===== src/rtl/bmr_pkg.sv =====
package bmr_pkg;

    typedef enum logic [1:0] {
        MODE_SHIFT = 2'b00,
        MODE_CLEAR = 2'b01,
        MODE_SIG   = 2'b10,
        MODE_LOAD  = 2'b11
    } mode_e;

    // Per-stage control: next = (use_prev & prev) ^ (use_par & par)
    typedef struct packed {
        logic use_prev;
        logic use_par;
    } cell_ctl_t;

    function automatic cell_ctl_t decode_mode(input mode_e m);
        cell_ctl_t c;
        case (m)
            MODE_SHIFT: c = '{use_prev: 1'b1, use_par: 1'b0};
            MODE_CLEAR: c = '{use_prev: 1'b0, use_par: 1'b0};
            MODE_SIG:   c = '{use_prev: 1'b1, use_par: 1'b1};
            default:    c = '{use_prev: 1'b0, use_par: 1'b1};
        endcase
        return c;
    endfunction

endpackage


===== src/rtl/bmr_feedback.sv =====
module bmr_feedback #(
    parameter int           W    = 8,
    parameter logic [W-1:0] TAPS = 8'hB1
) (
    input  logic [W-1:0] q_i,
    output logic         fb_o
);
    logic [W-1:0] masked;

    for (genvar g = 0; g < W; g++) begin : g_tap
        if (TAPS[g]) begin : g_on
            assign masked[g] = q_i[g];
        end else begin : g_off
            assign masked[g] = 1'b0;
        end
    end

    assign fb_o = ^masked;
endmodule


===== src/rtl/bmr_head.sv =====
module bmr_head
    import bmr_pkg::*;
(
    input  mode_e mode_i,
    input  logic  scan_i,
    input  logic  fb_i,
    output logic  head_o
);
    always_comb begin
        if (mode_i == MODE_SHIFT) head_o = scan_i;
        else                      head_o = fb_i;
    end
endmodule


===== src/rtl/bmr_cell.sv =====
module bmr_cell
    import bmr_pkg::*;
(
    input  logic      clk,
    input  logic      rst,
    input  cell_ctl_t ctl_i,
    input  logic      par_i,
    input  logic      prev_i,
    output logic      q_o
);
    logic nxt;

    always_comb nxt = (ctl_i.use_prev & prev_i) ^ (ctl_i.use_par & par_i);

    always_ff @(posedge clk) begin
        if (rst) q_o <= 1'b0;
        else     q_o <= nxt;
    end
endmodule


===== src/rtl/bist_mode_reg.sv =====
module bist_mode_reg
    import bmr_pkg::*;
#(
    parameter int           W    = 8,
    parameter logic [W-1:0] TAPS = 8'hB1
) (
    input  logic         clk,
    input  logic         rst,
    input  logic [1:0]   mode_i,
    input  logic [W-1:0] par_i,
    input  logic         scan_i,
    output logic [W-1:0] par_o,
    output logic         scan_o
);
    localparam int LAST = W - 1;

    mode_e        mode;
    cell_ctl_t    ctl;
    logic [W-1:0] q;
    logic [W-1:0] prev;
    logic         fb;
    logic         head;

    assign mode = mode_e'(mode_i);
    assign ctl  = decode_mode(mode);

    bmr_feedback #(.W(W), .TAPS(TAPS)) u_fb (
        .q_i  (q),
        .fb_o (fb)
    );

    bmr_head u_head (
        .mode_i (mode),
        .scan_i (scan_i),
        .fb_i   (fb),
        .head_o (head)
    );

    assign prev = {q[LAST-1:0], head};

    for (genvar g = 0; g < W; g++) begin : g_stage
        bmr_cell u_cell (
            .clk    (clk),
            .rst    (rst),
            .ctl_i  (ctl),
            .par_i  (par_i[g]),
            .prev_i (prev[g]),
            .q_o    (q[g])
        );
    end

    assign par_o  = q;
    assign scan_o = q[LAST];

    // reset clears all stages
    p_reset_zero_r1: assert property (@(posedge clk)
        rst |=> par_o == '0);

    // serial shift
    p_shift_r2: assert property (@(posedge clk) disable iff (rst)
        mode_i == 2'b00 |=> par_o == {$past(par_o[LAST-1:0]), $past(scan_i)});

    // clear mode
    p_clear_r3: assert property (@(posedge clk) disable iff (rst)
        mode_i == 2'b01 |=> par_o == '0);

    // compaction of upper stages
    p_sig_chain_r4: assert property (@(posedge clk) disable iff (rst)
        mode_i == 2'b10 |=> par_o[LAST:1] == ($past(par_i[LAST:1]) ^ $past(par_o[LAST-1:0])));

    // stage 1 takes input XOR tapped parity
    p_sig_head_r6: assert property (@(posedge clk) disable iff (rst)
        mode_i == 2'b10 |=> par_o[0] == ($past(par_i[0]) ^ (^($past(par_o) & TAPS))));

    // parallel load
    p_load_r5: assert property (@(posedge clk) disable iff (rst)
        mode_i == 2'b11 |=> par_o == $past(par_i));
endmodule


===== config.mk =====
export PLATFORM = sky130hd
export DESIGN_NAME = bist_mode_reg
export DESIGN_NICKNAME = d
export VERILOG_FILES = /design/src/rtl/bmr_pkg.sv /design/src/rtl/bmr_feedback.sv /design/src/rtl/bmr_head.sv /design/src/rtl/bmr_cell.sv /design/src/rtl/bist_mode_reg.sv
export SDC_FILE = /design/constraint.sdc
export NUM_CORES = 1
export LEC_CHECK = 0
export ABC_CLOCK_PERIOD_IN_PS = 3200
export CORE_AREA = 2 2 39 41
export DETAILED_ROUTE_END_ITERATION = 8
export DIE_AREA = 0 0 41 43
export PLACE_DENSITY = 0.79
export SETUP_SLACK_MARGIN = 0.4
export SLEW_MARGIN = 25
export SYNTH_ARGS = -nofsm -noshare
export SYNTH_HDL_FRONTEND = slang
export SYNTH_SLANG_ARGS = --single-unit

===== constraint.sdc =====
create_clock -name clk -period 3.2 [get_ports clk]
set_input_delay 0.64 -clock clk [delete_from_list [all_inputs] [get_ports clk]]
set_output_delay 0.64 -clock clk [all_outputs]
set_load 0.1 [all_outputs]

# Word level (Yosys, flattened, before mapping)
# Cells that the tools add are included.
[op_classes]
n_eq_ne = 2
mux = 2
bitwise = 24
reduce_logical = 2
[ops]
columns = ["op", "count"]
rows = [
  ["bitwise AND 1 bit", 16],
  ["XOR reduction 8 bit", 1],
  ["bitwise XOR 1 bit", 8],
  ["one-hot mux 2 bit (3 select lines)", 1],
  ["equality test 2 x 1 -> 1 bit (second input constant)", 1],
  ["equality test 2 bit (second input constant)", 1],
  ["zero test 2 bit", 1],
  ["two-way mux 1 bit", 1],
]
[totals]
in_bits = 13
out_inout_bits = 9
regBits = 8

# Logic depth before layout (Yosys ltp)
# Gate-level depths: netlist of run 1.
[depth]
depth_word = 4
mapped_depth = 4
ltp_nobuf = 4

# By module
# A second synthesis of run 1 with hierarchy kept.
[unflattened]
hier_cells = 48
area_unflattened_um2 = 376.6
[by_module_without_submodules]
columns = ["mod", "seq_area_each_um2", "area_each_um2", "cells_each", "n_inst"]
rows = [
  ["bmr_cell", 20.0, 40.0, 5, 8],
  ["bmr_feedback", 0.0, 26.3, 3, 1],
  ["bist_mode_reg", 0.0, 15.0, 3, 1],
  ["bmr_head", 0.0, 15.0, 2, 1],
]

# Worst setup path before layout of run 1
# OpenSTA, ideal clock, no wires.
[synth_timing]
kind = "register to output"
from = "register g_stage[7].u_cell.q_o"
to = "output port par_o[7]"
required_ns = 2.560
arrival_ns = 1.389
setup_slack_ns = 1.171
path_buffers = 1
path_stages_with_launch = 2
cell_sequence = "dfxtp_1 -> buf_4"
[synth_rtl]
columns = ["element", "line_no", "source"]
rows = [
  ["start: declaration", "bmr_cell.sv:9", "output logic q_o"],
  ["start signal: assignment", "bmr_cell.sv:17", "else q_o <= nxt;"],
  ["end: declaration", "bist_mode_reg.sv:12", "output logic [W-1:0] par_o,"],
]
# No word-level cell between the ends.

# Final worst setup path of run 1
[layout_timing]
from = "input port mode_i[1]"
to = "register g_stage[0].u_cell.q_o"
[layout_between]
elab_chain_len = 4
elab_cells_between_ends = 8
cone_classes = "2 x eq/ne; 2 x mux; 3 x bitwise; 1 x reduce/logical"
[layout_rtl]
columns = ["element", "line_no", "source"]
rows = [
  ["start: declaration", "bist_mode_reg.sv:9", "input logic [1:0] mode_i,"],
  ["equality test 2 bit (tied with other cells)", "bmr_pkg.sv:18", "case (m)"],
  ["one-hot mux 2 bit (3 select lines) or two-way mux 1 bit (tied branches)", "bmr_pkg.sv:18, bmr_head.sv:10", ""],
  ["bitwise AND 1 bit", "bmr_cell.sv:13", "always_comb nxt = (ctl_i.use_prev & prev_i) ^ (ctl_i.use_par & par_i);"],
  ["bitwise XOR 1 bit *", "bmr_cell.sv:13", ""],
  ["end signal: assignment", "bmr_cell.sv:17", ""],
  ["end: declaration", "bmr_cell.sv:9", ""],
]
# Every way passes the cells marked *; elsewhere a longest branch is shown, timed or not.
# A chain may end at the register's enable or synchronous reset.

==> results.cfg, run 1 <==
[global_route]
antenna_found_initial = 0
grt_pass1_vias = 348
grt_max_degree = 12
track_usage_pct = 11.75
global_route.overflow_total = 0
grt_pass1_wl_um = 1352

[critical_path]
start_kind = primary input
slowest_stage = clkdlybuf4s50_1
worstSetupPathType = in -> reg
cp_max_fo = 11
required_ns = 3.37
critical-path-max-stage-delay_ns = 0.61
worstSetupEndpointType = flip-flop
path_cells = clkdlybuf4s50_1 -> nor2b_1 -> a21oi_1 -> a22o_2 -> nor3_1
arrival_ns = 1.92
r2r_cells = 4

[clock_network]
cts_sinks = 8
cts.path.max_buffers = 2
clkTransAtPathRegs_ns = 0.05
cts_tree = done
clock_latency_ns = 0.24
htreeDepth = 1
cts_setup_buffers = 0
ctsResizeCount = 0
cts_hold_buf = 0
cts_root_buffer = clkbuf_4
numCtsBuffers = 3

[floorplan]
ios = 22
initial_core_util_pct = 33.54
row_count = 14
dieArea_um2 = 1763
core_um2 = 1384
die_y_um = 43
die_x_um = 41

[cells_and_area]
largest_reg_flops = 8
antenna_cells = 0
fillers = 147
regMostFlops = g_stage.u_cell.q_o
area_growth_pct = 34.77
drive_above_1_share_pct = 20.00
nNetsFinal = 85
largestRegisters = g_stage.u_cell.q_o (8)

[logic_synthesis]
synthMuxAreaShare_pct = 0
ys_seq_elements = 8
synth_nets = 69
yosys_warnings = 0
syn-cell-area_um2 = 464.2
ys_types = 15
avgSynthCellArea_um2 = 8.289
synthAdderAreaFrac_pct = 0
ys_seq_area_share_pct = 34.50
synth_compound_area_share_pct = 6.469
synth_top_family_by_area = simple AND/OR/NAND/NOR gates
syn_inst = 56
synth-xor-area-share_pct = 18.87
synth-simple-area-share_pct = 24.53

[outcome]
status = completed

[placement]
place_ws_ns = 1.198
gp_congestion = 0.7047
dpl.hpwl_um = 639.9
port_buffers = 21

[routing]
num_vias = 371
drt-initial-drc-count = 3
wl_um = 809
drtPass1Iterations = 2
drc_errors = 0
routed_via_density = 4.314
avgRoutedWirePerCell_um = 9.407
ant_nets = 0

[timing]
finalWorstSetupSlack_ns = 1.448
finalMaxSlewViolations = 0
setup_viol = 0
finClkSkew_ns = 0.001822
fmax_ghz = 0.5708
rsz0062_at_grt = false
fin_setup_tns_ns = 0
post-route-period-util_pct = 54.75
slew_headroom_pct = 73.23
period_minus_slack_ns = 1.752
tightest_slew_ns = 0.4003
final-hold-violation-count = 0

[power_and_ir_drop]
ir_drop_mv = 0.1872
p_per_area_nw_per_um2 = 490.8
power_leakage_uw = 0.0002557

[job]
cap_violations = 0

[hold_path]
hp-class = reg -> reg
whs_path_depth = 3
-- worst max-delay path: cells and delay by family --
family,cells,cell delay (ns)
buffers and inverters,1,0.61
AND/OR/NAND/NOR,2,0.39
AO/OA/AOI/OAI,2,0.28
-- where the power goes --
group | switching [uW] | internal, uW | total, uW
clock | 31.0 | 42.7 | 73.7
sequential | 5.06 | 107 | 112
combinational | 80.4 | 40.9 | 121
total | 116 | 191 | 307
-- layout make-up --
cell class / count / area [um2] / share of cell area (%)
multi-input combinational: 37 / 231.5 / 37.00
timing repair buffer: 21 / 187.7 / 30.00
sequential: 8 / 160.2 / 25.60
clock buffer: 3 / 22.52 / 3.600
tap: 16 / 20.02 / 3.200
inverter: 1 / 3.754 / 0.6000
-- cell usage after synthesis (all sizes together) --
cell type,instances,area share [%]
xnor2,10,19
inv,1,0.81
nor3,1,1.1
a21oi,1,1.1
a22o,1,2.2
or2b,2,3.2
nor2b,1,1.3
a2111oi,1,3.2
nand2b,5,6.7
nor2,7,5.7
dfxtp,8,35
nand2,8,6.5
buf,10,15
-- per-layer routing --
layer | GRT usage (%) | wire length (um) | vias to the layer above
met3 | 4.712 | 72 | 0
met5 | 0 | 0 | -
li1 | - | - | 194
met4 | 6.000 | 0 | 0
met2 | 16.56 | 382 | 15
met1 | 14.79 | 354 | 162
-- cells in the final DEF (no fill, tap or decap) --
cell	synthesis	layout
inv_1	1	1
nand2_1	8	8
a22o_2	1	1
xnor2_1	10	10
buf_4	8	9
clkdlybuf4s50_1	0	12
nor2_1	7	7
or2b_1	2	2
clkbuf_4	0	3
nor3_1	1	1
nand2b_1	5	5
a21oi_1	1	1
dfxtp_1	8	8
nor2b_1	1	1
a2111oi_2	1	1
-- metrics by stage --
step           total power [uW]  util, %  hold slack (ns)  std cells  instance area, um2
2_1_floorplan             213.7        -           0.5149         56               464.2
3_3_place_gp              234.4    43.58           0.5279         83               603.1
3_5_place_dp              235.8    43.58           0.5375         83               603.1
4_1_cts                   311.0    45.21           0.5549         86               625.6
5_1_grt                   325.1    45.21           0.5890         86               625.6
6_report                  307.0    45.21           0.5484         86               625.6
-- worst paths after layout --
| kind | from | end | slack [ns] |
|---|---|---|---|
| hold reg to reg | g_stage[1].u_cell.q_o$_SDFF_PP0_ | g_stage[2].u_cell.q_o$_SDFF_PP0_ | 0.55 |
| hold / removal | g_stage[1].u_cell.q_o$_SDFF_PP0_ | g_stage[2].u_cell.q_o$_SDFF_PP0_ | 0.55 |
| setup reg to reg | g_stage[7].u_cell.q_o$_SDFF_PP0_ | g_stage[0].u_cell.q_o$_SDFF_PP0_ | 2.00 |
| setup / recovery | mode_i[1] | g_stage[0].u_cell.q_o$_SDFF_PP0_ | 1.45 |
-- logic make-up after synthesis --
group / count (synthesis)
buf+inv: 11
xor+xnor: 10
compound gates: 3
simple gates: 24
flops: 8
(Power assumes the default switching activity.)
==> inputs of run 2 (changes only) <==
- ABC_CLOCK_PERIOD_IN_PS: 3200 -> 1400
- CORE_AREA: 2 2 39 41 -> 2 2 40 42
- DIE_AREA: 0 0 41 43 -> 0 0 42 44
- clock period: 3.2 -> 1.4 ns (I/O delays scaled with it)
==> run 2 against run 1 <==
Net effect: register-to-register slack got worse by 1.7 ns; final cell count grew 7.0%; non-clock buffer count up 5; die area is 4.8% higher; wire length is 21% higher; utilization rose by 15 points; combinational power increased to 3.0 times the previous value; critical path type is now reg -> out; sequential power rose by 140%.
==> results.cfg, run 2 (synthesized netlist as in run 1, its figures left out) <==
[floorplan]
die_y_um = 44
ios = 22
dieArea_um2 = 1848
row_count = 14
die_x_um = 42
initial_core_util_pct = 32.72
core_um2 = 1419

[critical_path]
worstSetupPathType = reg -> out
path_cells = buf_12
start_kind = flip-flop
worst-path-buf-inv = 1
slowest_stage = dfxtp_4
critical-path-max-stage-delay_ns = 0.41
regToRegSetupSlack_ns = 0.32
required_ns = 1.12
cp_max_fo = 3
worstSetupEndpointType = primary output
critical_path.top_delay_family = flip-flops
arrival_ns = 0.85

[timing]
post-route-period-util_pct = 81.04
fin_setup_tns_ns = 0
slew_headroom_pct = 79.17
finClkSkew_ns = 0.01198
fmax_ghz = 0.8814
hold_ws_ns = 0.4510
final-hold-violation-count = 0
finalMaxSlewViolations = 0
period_minus_slack_ns = 1.135
setup_viol = 0
tightest_slew_ns = 0.3115
rsz0062_at_grt = true

[global_route]
grt_max_degree = 10
grt_pass1_vias = 419
track_usage_pct = 12.15
global_route.overflow_total = 0
antenna_found_initial = 0
grt_pass1_wl_um = 1690

[cells_and_area]
post-route-util_pct = 59.88
drive_above_1_share_pct = 46.05
fillers = 120
layout_commonest_cell = buf_12
area_growth_pct = 83.02
antenna_cells = 0
largest_reg_flops = 8
largestRegisters = g_stage.u_cell.q_o (8)
seqCellArea_um2 = 180.2
multiInputGateArea_um2 = 294.0
regMostFlops = g_stage.u_cell.q_o
nNetsFinal = 90
final_cell_mix = buf_12, nand2_1, clkdlybuf4s50_1

[clock_network]
cts_root_buffer = clkbuf_4
cts_sinks = 8
cts.path.max_buffers = 2
clock_latency_ns = 0.26
cts_tree = done
htreeDepth = 1
cts_hold_buf = 0
numCtsBuffers = 3
clkTransAtPathRegs_ns = 0.06

[placement]
gp_congestion = 0.6796
dpl.hpwl_um = 749.7
port_buffers = 21

[outcome]
status = completed

[power_and_ir_drop]
power_leakage_uw = 0.0003400
p_per_area_nw_per_um2 = 971.2
ir_drop_mv = 0.6467

[routing]
drt-initial-drc-count = 2
avgRoutedWirePerCell_um = 10.67
wl_um = 982
routed_via_density = 4.609
drtPass1Iterations = 4
drc_errors = 0
num_vias = 424
ant_nets = 0

[job]
cap_violations = 0

[hold_path]
hp-class = in -> reg
run 2: final timing paths:
| check | startpoint | to | cells after the start |
|---|---|---|---|
| worst max-delay path | g_stage[7].u_cell.q_o$_SDFF_PP0_ | scan_o | 1 |
| worst max register to register | g_stage[0].u_cell.q_o$_SDFF_PP0_ | g_stage[0].u_cell.q_o$_SDFF_PP0_ | 4 |
| worst min register to register | g_stage[2].u_cell.q_o$_SDFF_PP0_ | g_stage[3].u_cell.q_o$_SDFF_PP0_ | 3 |
| worst min-delay path | mode_i[0] | g_stage[0].u_cell.q_o$_SDFF_PP0_ | 3 |
run 2: layout make-up:
type,instances,share of cell area [%]
clock buffer,4,3.093
inverter,1,0.4418
multi-input combinational,37,34.61
sequential,8,21.21
tap,16,2.356
timing repair buffer,26,38.29
run 2: through the flow:
step | instances | setup WS (ns) | power, uW | area, um2
after floorplan | 56 | 0.2103 | 490.5 | 475.5
after global placement | 85 | -0.05886 | 597.0 | 742.0
after detailed placement | 85 | -0.1125 | 601.0 | 742.0
after CTS | 90 | 0.2629 | 827.8 | 842.1
after global routing | 92 | 0.2422 | 856.7 | 849.6
final | 92 | 0.2654 | 825.1 | 849.6
run 2: layer usage:
metal | part of all wire, % | GRT usage [%] | wire length [um]
met1 | 41 | 14.21 | 399
met2 | 53 | 21.88 | 518
met3 | 6.5 | 2.917 | 64
met4 | 0 | 3.871 | 0
met5 | 0 | 0 | 0
run 2: power breakdown:
part	leakage, uW	switching, uW	total, uW	internal [uW]
sequential	0.0000701	27.0	272	245
clock	0.0000150	83.2	192	109
combinational	0.000255	199	360	162
run 2: what timing repair did:
action | in CTS | in global routing
resized for setup | 22 | 4
setup buffers | 1 | 2
endpoints found under the setup margin | 17 | 16
pin swaps | 4 | 2
